--- src/rtl/lf_pkg.sv ---
package lf_pkg;
   typedef enum logic {
      LF_CLEAR = 1'b0,
      LF_HELD  = 1'b1
   } lf_state_e;
endpackage

--- src/rtl/lf_sync.sv ---
module lf_sync #(
   parameter int W      = 2,
   parameter int STAGES = 2
) (
   input  logic         clk,
   input  logic         rst_n,
   input  logic [W-1:0] d,
   output logic [W-1:0] q
);
   generate
      if (W < 1) begin : g_bad_w
         $error("lf_sync: W must be at least 1");
      end
      if (STAGES == 0) begin : g_bypass
         assign q = d;
      end else begin : g_chain
         logic [W-1:0] sr [STAGES];
         always_ff @(posedge clk or negedge rst_n) begin
            if (!rst_n) begin
               for (int i = 0; i < STAGES; i++) sr[i] <= '0;
            end else begin
               sr[0] <= d;
               for (int i = 1; i < STAGES; i++) sr[i] <= sr[i-1];
            end
         end
         assign q = sr[STAGES-1];
      end
   endgenerate
endmodule

--- src/rtl/lf_gap_counter.sv ---
module lf_gap_counter #(
   parameter int THRESH = 192,
   localparam int CW    = $clog2(THRESH + 1)
) (
   input  logic          clk,
   input  logic          rst_n,
   input  logic          mark,
   output logic [CW-1:0] gap_cnt,
   output logic          gap_hit
);
   localparam logic [CW-1:0] LIMIT = CW'(THRESH);
   localparam logic [CW-1:0] LAST  = CW'(THRESH - 1);

   generate
      if (THRESH < 2) begin : g_bad_thresh
         $error("lf_gap_counter: THRESH must be at least 2");
      end
   endgenerate

   always_ff @(posedge clk or negedge rst_n) begin
      if (!rst_n)                gap_cnt <= '0;
      else if (mark)             gap_cnt <= '0;
      else if (gap_cnt != LIMIT) gap_cnt <= gap_cnt + 1'b1;
   end

   assign gap_hit = !mark && (gap_cnt == LAST);

   always_ff @(posedge clk) begin
      if (rst_n) begin
         p_cnt_bounded_r6: assert (gap_cnt <= LIMIT)
            else $error("gap count beyond threshold");
      end
   end

   p_clear_on_mark_r4: assert property (@(posedge clk) disable iff (!rst_n)
      mark |=> (gap_cnt == '0));

   p_step_when_idle_r1: assert property (@(posedge clk) disable iff (!rst_n)
      (!mark && gap_cnt != LIMIT) |=> (gap_cnt == $past(gap_cnt) + 1'b1));
endmodule

--- src/rtl/lf_release_ctl.sv ---
module lf_release_ctl
   import lf_pkg::*;
#(
   parameter int HOLD_MIN = 2,
   localparam int HW      = (HOLD_MIN > 2) ? $clog2(HOLD_MIN) : 1
) (
   input  logic clk,
   input  logic rst_n,
   input  logic mark,
   input  logic gap_hit,
   output logic fault
);
   localparam logic [HW-1:0] HOLD_LAST = HW'(HOLD_MIN - 1);

   lf_state_e     state;
   logic [HW-1:0] hold;
   logic          seen;

   generate
      if (HOLD_MIN < 2) begin : g_bad_hold
         $error("lf_release_ctl: HOLD_MIN must be at least 2");
      end
   endgenerate

   always_ff @(posedge clk or negedge rst_n) begin
      if (!rst_n) begin
         state <= LF_CLEAR;
         hold  <= '0;
         seen  <= 1'b0;
      end else begin
         unique case (state)
            LF_CLEAR: begin
               if (gap_hit) begin
                  state <= LF_HELD;
                  hold  <= '0;
                  seen  <= 1'b0;
               end
            end
            LF_HELD: begin
               if (hold == HOLD_LAST && (seen || mark)) begin
                  state <= LF_CLEAR;
               end else begin
                  if (hold != HOLD_LAST) hold <= hold + 1'b1;
                  seen <= seen | mark;
               end
            end
            default: state <= LF_CLEAR;
         endcase
      end
   end

   assign fault = (state == LF_HELD);

   p_min_hold_r5: assert property (@(posedge clk) disable iff (!rst_n)
      $rose(fault) |=> fault);

   p_hold_no_mark_r6: assert property (@(posedge clk) disable iff (!rst_n)
      (fault && !mark && !seen) |=> fault);

   p_release_on_mark_r6: assert property (@(posedge clk) disable iff (!rst_n)
      (fault && hold == HOLD_LAST && mark) |=> !fault);
endmodule

--- src/rtl/lf_watchdog.sv ---
module lf_watchdog #(
   parameter int THRESH      = 192,
   parameter int HOLD_MIN    = 2,
   parameter int SYNC_STAGES = 2
) (
   input  logic clk,
   input  logic rst_n,
   input  logic mon_tip,
   input  logic mon_ring,
   output logic fault_pull_en
);
   localparam int CW = $clog2(THRESH + 1);

   logic [1:0]    mon_sync;
   logic          mark;
   logic [CW-1:0] gap_cnt;
   logic          gap_hit;
   logic          fault;

   lf_sync #(.W(2), .STAGES(SYNC_STAGES)) u_sync (
      .clk   (clk),
      .rst_n (rst_n),
      .d     ({mon_ring, mon_tip}),
      .q     (mon_sync)
   );

   assign mark = |mon_sync;

   lf_gap_counter #(.THRESH(THRESH)) u_gap (
      .clk     (clk),
      .rst_n   (rst_n),
      .mark    (mark),
      .gap_cnt (gap_cnt),
      .gap_hit (gap_hit)
   );

   lf_release_ctl #(.HOLD_MIN(HOLD_MIN)) u_rel (
      .clk     (clk),
      .rst_n   (rst_n),
      .mark    (mark),
      .gap_hit (gap_hit),
      .fault   (fault)
   );

   assign fault_pull_en = fault;

   p_raise_after_gap_r1: assert property (@(posedge clk) disable iff (!rst_n)
      (gap_hit && !fault) |=> fault_pull_en);

   p_raise_needs_gap_r1: assert property (@(posedge clk) disable iff (!rst_n)
      $rose(fault_pull_en) |-> ($past(gap_cnt) == CW'(THRESH - 1)));

   p_release_needs_mark_r8: assert property (@(posedge clk) disable iff (!rst_n)
      $fell(fault_pull_en) |-> (gap_cnt < CW'(HOLD_MIN)));
endmodule

--- config.mk ---
export PLATFORM = sky130hd
export DESIGN_NAME = lf_watchdog
export DESIGN_NICKNAME = d
export VERILOG_FILES = /design/src/rtl/lf_pkg.sv /design/src/rtl/lf_sync.sv /design/src/rtl/lf_gap_counter.sv /design/src/rtl/lf_release_ctl.sv /design/src/rtl/lf_watchdog.sv
export SDC_FILE = /design/constraint.sdc
export NUM_CORES = 1
export LEC_CHECK = 0
export ABC_AREA = 1
export ABC_CLOCK_PERIOD_IN_PS = 1730
export BUFFER_PORTS_ARGS = -buffer_cell sky130_fd_sc_hd__buf_2
export CAP_MARGIN = 20
export CORE_AREA = 2 2 39 41
export CTS_CLUSTER_DIAMETER = 80
export CTS_CLUSTER_SIZE = 14
export DETAILED_ROUTE_END_ITERATION = 12
export DIE_AREA = 0 0 41 43
export GPL_ROUTABILITY_DRIVEN = 0
export PLACE_DENSITY_LB_ADDON = 0.1
export SLEW_MARGIN = 15
export SYNTH_ARGS = -nofsm -noshare
export SYNTH_HDL_FRONTEND = slang
export SYNTH_SLANG_ARGS = --single-unit
--- constraint.sdc ---
create_clock -name clk -period 1.73 [get_ports clk]
set_clock_uncertainty 0.05 [all_clocks]
set_input_delay 0.173 -clock clk [delete_from_list [all_inputs] [get_ports clk]]
set_output_delay 0.173 -clock clk [all_outputs]
set_load 0.03 [all_outputs]
==> summary.md <==
| Metric | Value |
|---|---|
| Run status | completed |
| First-pass GRT wire length | between 1.5 and 2 mm |
| Cell Area, Synth | about 700 um2 |
| Seq/Total Area, Yosys | 53.76% |
| Pre-antenna DRT Iters | 4 |
| Crit end category | register |
| Worst Path Buf+Inv | 1 |
| Worst EP required | 1.90 ns |
| Critical path, cell by cell | inv_1, ha_1, nor3b_1, nand2_1, nor2_2, nand2_1, nand2_1 |
| Critical path class | register to register |
| Synth Warn # | 0 |
| Critical-path top delay cell | dfrtp_1 |
| Core area | 1384 um2 |
| Initial core utilization | slightly above 50% |
| Max IR drop VDD | 540.3 uV |
| WL/cell | 10.93 um |
| Clk slew on worst S/H paths | 0.08 ns |
| Vias per cell | between 4 and 5 |
| Mux share of post-synthesis cell area | 0% |
| DRC | 0 |
| Worst hold path class | primary input to asynchronous set/reset pin |
| Post-CTS Resized | 0 |
| TritonCTS clock tree | built |
| Die height | around 43 um |
| Worst slew margin | between 70 and 80% |
| Period minus WS final | 1.292 ns |
| Die Wd | 41 um |
| CP arrival | 1.47 ns |
| Post-synth cell types | 17 |
| Final ANT Viol Nets | 0 |
| I/O pins | 5 |
| Leakage power figure | approximately 0.39 nW |
| Largest net degree at the start of global routing | 16 |
| Finish-stage setup viols | 0 |
| Vias in the first global route | approximately 440 |
| Fin cells | 103 |
| Fraction of power spent switching nets | between 20% and 30% |
| Layout Nets | 94 |
| Port Buffers | 4 |
| Area of the multi-input gates | 281.5 um2 |
| Pins over their slew limit | 0 |
| Reg-to-Reg Start | u_gap.gap_cnt[0] |
| Post-synthesis register bit count | 15 |
| Post-Route WL | 1.126 mm |
| Power Density | between 700 and 800 nW/um2 |
| Post-Synth Adder-Cell Area | roughly 3.6% |
| Clk buf depth | 2 |
| Fin util | approximately 57% |
| Complex-gate fraction of the synthesized area | 2.867% |
| Mapped Cells | 76 |
| Worst Tran Pin Value | roughly 0.33 ns |
| Crit path max-delay family | simple AND/OR/NAND/NOR gates |
| Fmax | roughly 0.77 GHz |
| Clock power frac | between 30% and 40% |
| Unrepaired setup endpoints after global routing | false |
| H-tree level count | 1 |
| Row count | 14 |
| CTS sink cnt | 15 |
| Startpoint types | register |
| Post-Synthesis Net Count | between 80 and 90 |
| RR Endpoint | u_gap.gap_cnt[1] |
| Max Cap Violations | 0 |
| Clock Tree Root | clkbuf_4 |
| GRT overflow | 0 |
| Largest family of logic cells by synthesized area | simple AND/OR/NAND/NOR gates |
| Initial antenna violation count | 0 |
| Cell repeated most along the worst path | nand2_1 |
| Clk_lat worst skew | between 0.2 and 0.3 ns |
| Int Power | 459.1 uW |
| Synth Area in XOR/XNOR | roughly 2.5% |
| Fillers | roughly 130 |
| Syn_area_per_cell | roughly 9.2 um2 |
| Simple-gate portion of the synthesized area | 31.36% |
| DIE AREA | approximately 1800 um2 |
| Switching power | 127.5 uW |
| Power share of the sequential group | between 60% and 70% |
| Crit path depth | 7 |
| CTS Buf Count | 3 |
| Flop-to-flop setup slack | 0.44 ns |
| GRT Total Usage | roughly 16% |
| R2R cell count | 7 |
| DR iter-0 viols | 7 |
| CP max stage delay | between 0.4 and 0.5 ns |
| DP HPWL | between 800 and 900 um |
| Area delta synth->final | 13.80% |
| Routed vias | slightly below 500 |
| Crit Path Max Fanout | 4 |
| Combinational share of power | under 10% |
| ANT cells | 0 |
| Inst Count DP | 96 |
| Reg area | about 380 um2 |
| Fraction of final layout cells with drive strength greater than 1 | a little under a fifth |
| Tcrit/Tclk final | approximately 75% |
| TNS Setup | 0 ns |
| Fin. Hold Viols | 0 |
==> state kept, by name, indices dropped and copies added (netlist names) <==
register / flops
u_gap.gap_cnt: 8
u_rel.fault: 1
u_rel.hold: 1
u_rel.seen: 1
u_sync.g_chain.sr: 2
u_sync.q: 2
==> through the flow <==
step	hold slack [ns]	total power [mW]	instance area, um2	setup WS, ns
6_report	0.2660	0.5865	794.5	0.4384
5_1_grt	0.3042	0.6184	794.5	0.3085
4_1_cts	0.2700	0.5979	794.5	0.4278
3_5_place_dp	0.04399	0.3940	738.2	0.4533
3_3_place_gp	0.04318	0.3940	738.2	0.3850
2_1_floorplan	-0.1726	0.3804	698.2	0.5622
==> cells by family (layout without fill, tap and decap cells) <==
family	count (synthesis)	in the layout
adder cells (fa/ha/maj)	2	2
buffers and inverters	11	22
AO/OA/AOI/OAI	4	4
XOR/XNOR	2	2
flip-flops	15	15
AND/OR/NAND/NOR	42	42
==> worst reg2reg max path: stages (launching register included) <==
cell and delay [ns]:
dfrtp_1 0.42, inv_1 0.09, ha_1 0.13, nor3b_1 0.18, nand2_1 0.14, nor2_2 0.12
nand2_1 0.05, nand2_1 0.05
==> worst max-delay path by stage <==
stage / slack (ns) / end / startpoint
detailed placement: 0.45 / u_gap.gap_cnt[1] / u_gap.gap_cnt[0]
finish: 0.44 / u_gap.gap_cnt[1] / u_gap.gap_cnt[0]
floorplan: 0.56 / u_gap.gap_cnt[0] / u_gap.gap_cnt[0]
global route: 0.31 / u_gap.gap_cnt[1] / u_gap.gap_cnt[0]
global placement: 0.38 / u_gap.gap_cnt[1] / u_gap.gap_cnt[0]
CTS: 0.43 / u_gap.gap_cnt[1] / u_gap.gap_cnt[0]
==> metal layers <==
layer / up-vias / track usage [%] / wire (um) / share of wire [%]
met5: - / 0 / 0 / 0
met4: 0 / 12.00 / 40 / 3.6
met3: 4 / 4.712 / 23 / 2.0
met2: 7 / 21.56 / 506 / 45
met1: 218 / 21.80 / 556 / 49
li1: 261 / - / - / -
==> what timing repair did <==
item / in CTS / in global routing
hold endpoints to repair: 17 / 0
buffers inserted: 0 / 0
hold buffers: 3 / 0
setup endpoints to repair: 0 / 0
==> Yosys cell counts <==
cell type  instances  area, um2
xor2_1             2      17.52
o21ai_0            1      5.000
nand2_1           16      60.06
ha_1               2      25.02
nor3b_1            1      7.510
nand4_2            1      12.51
nor2_2             3      18.77
nand3_1            8      40.04
a21oi_1            3      15.01
nor3_1             2      10.01
nand2_2            2      12.51
nand3b_1           1      7.510
inv_1             11      41.29
nor2_4             1      11.26
nor2_1             5      18.77
dfrtp_1           15      375.4
nor3_2             2      20.02
==> cell type report <==
class,instances,area share [%]
timing repair buffer,7,6.299
clock buffer,4,3.307
multi-input combinational,50,35.43
tap,16,2.520
sequential,15,47.24
inverter,11,5.197
==> layout by cell type, fill, tap and decap left out <==
cell / netlist / final
nand2_1: 16 / 16
dfrtp_1: 15 / 15
inv_1: 11 / 11
nand3_1: 8 / 8
nor2_1: 5 / 5
buf_2: 0 / 4
nor2_2: 3 / 3
a21oi_1: 3 / 3
clkbuf_4: 0 / 3
dlygate4sd3_1: 0 / 3
nand2_2: 2 / 2
xor2_1: 2 / 2
nor3_2: 2 / 2
nor3_1: 2 / 2
ha_1: 2 / 2
nor2_4: 1 / 1
nand4_2: 1 / 1
o21ai_0: 1 / 1
nor3b_1: 1 / 1
nand3b_1: 1 / 1
clkbuf_1: 0 / 1
==> power groups by stage <==
| stage | Clock, mW | Sequential (mW) | Combinational (mW) |
|---|---|---|---|
| detailed placement | 0 | 0.369 | 0.0249 |
| global placement | 0 | 0.369 | 0.0252 |
| finish | 0.195 | 0.362 | 0.0293 |
| CTS | 0.206 | 0.362 | 0.0300 |
| global route | 0.221 | 0.363 | 0.0340 |
| floorplan | 0 | 0.368 | 0.0122 |
Power figures use the tool's default switching activity.
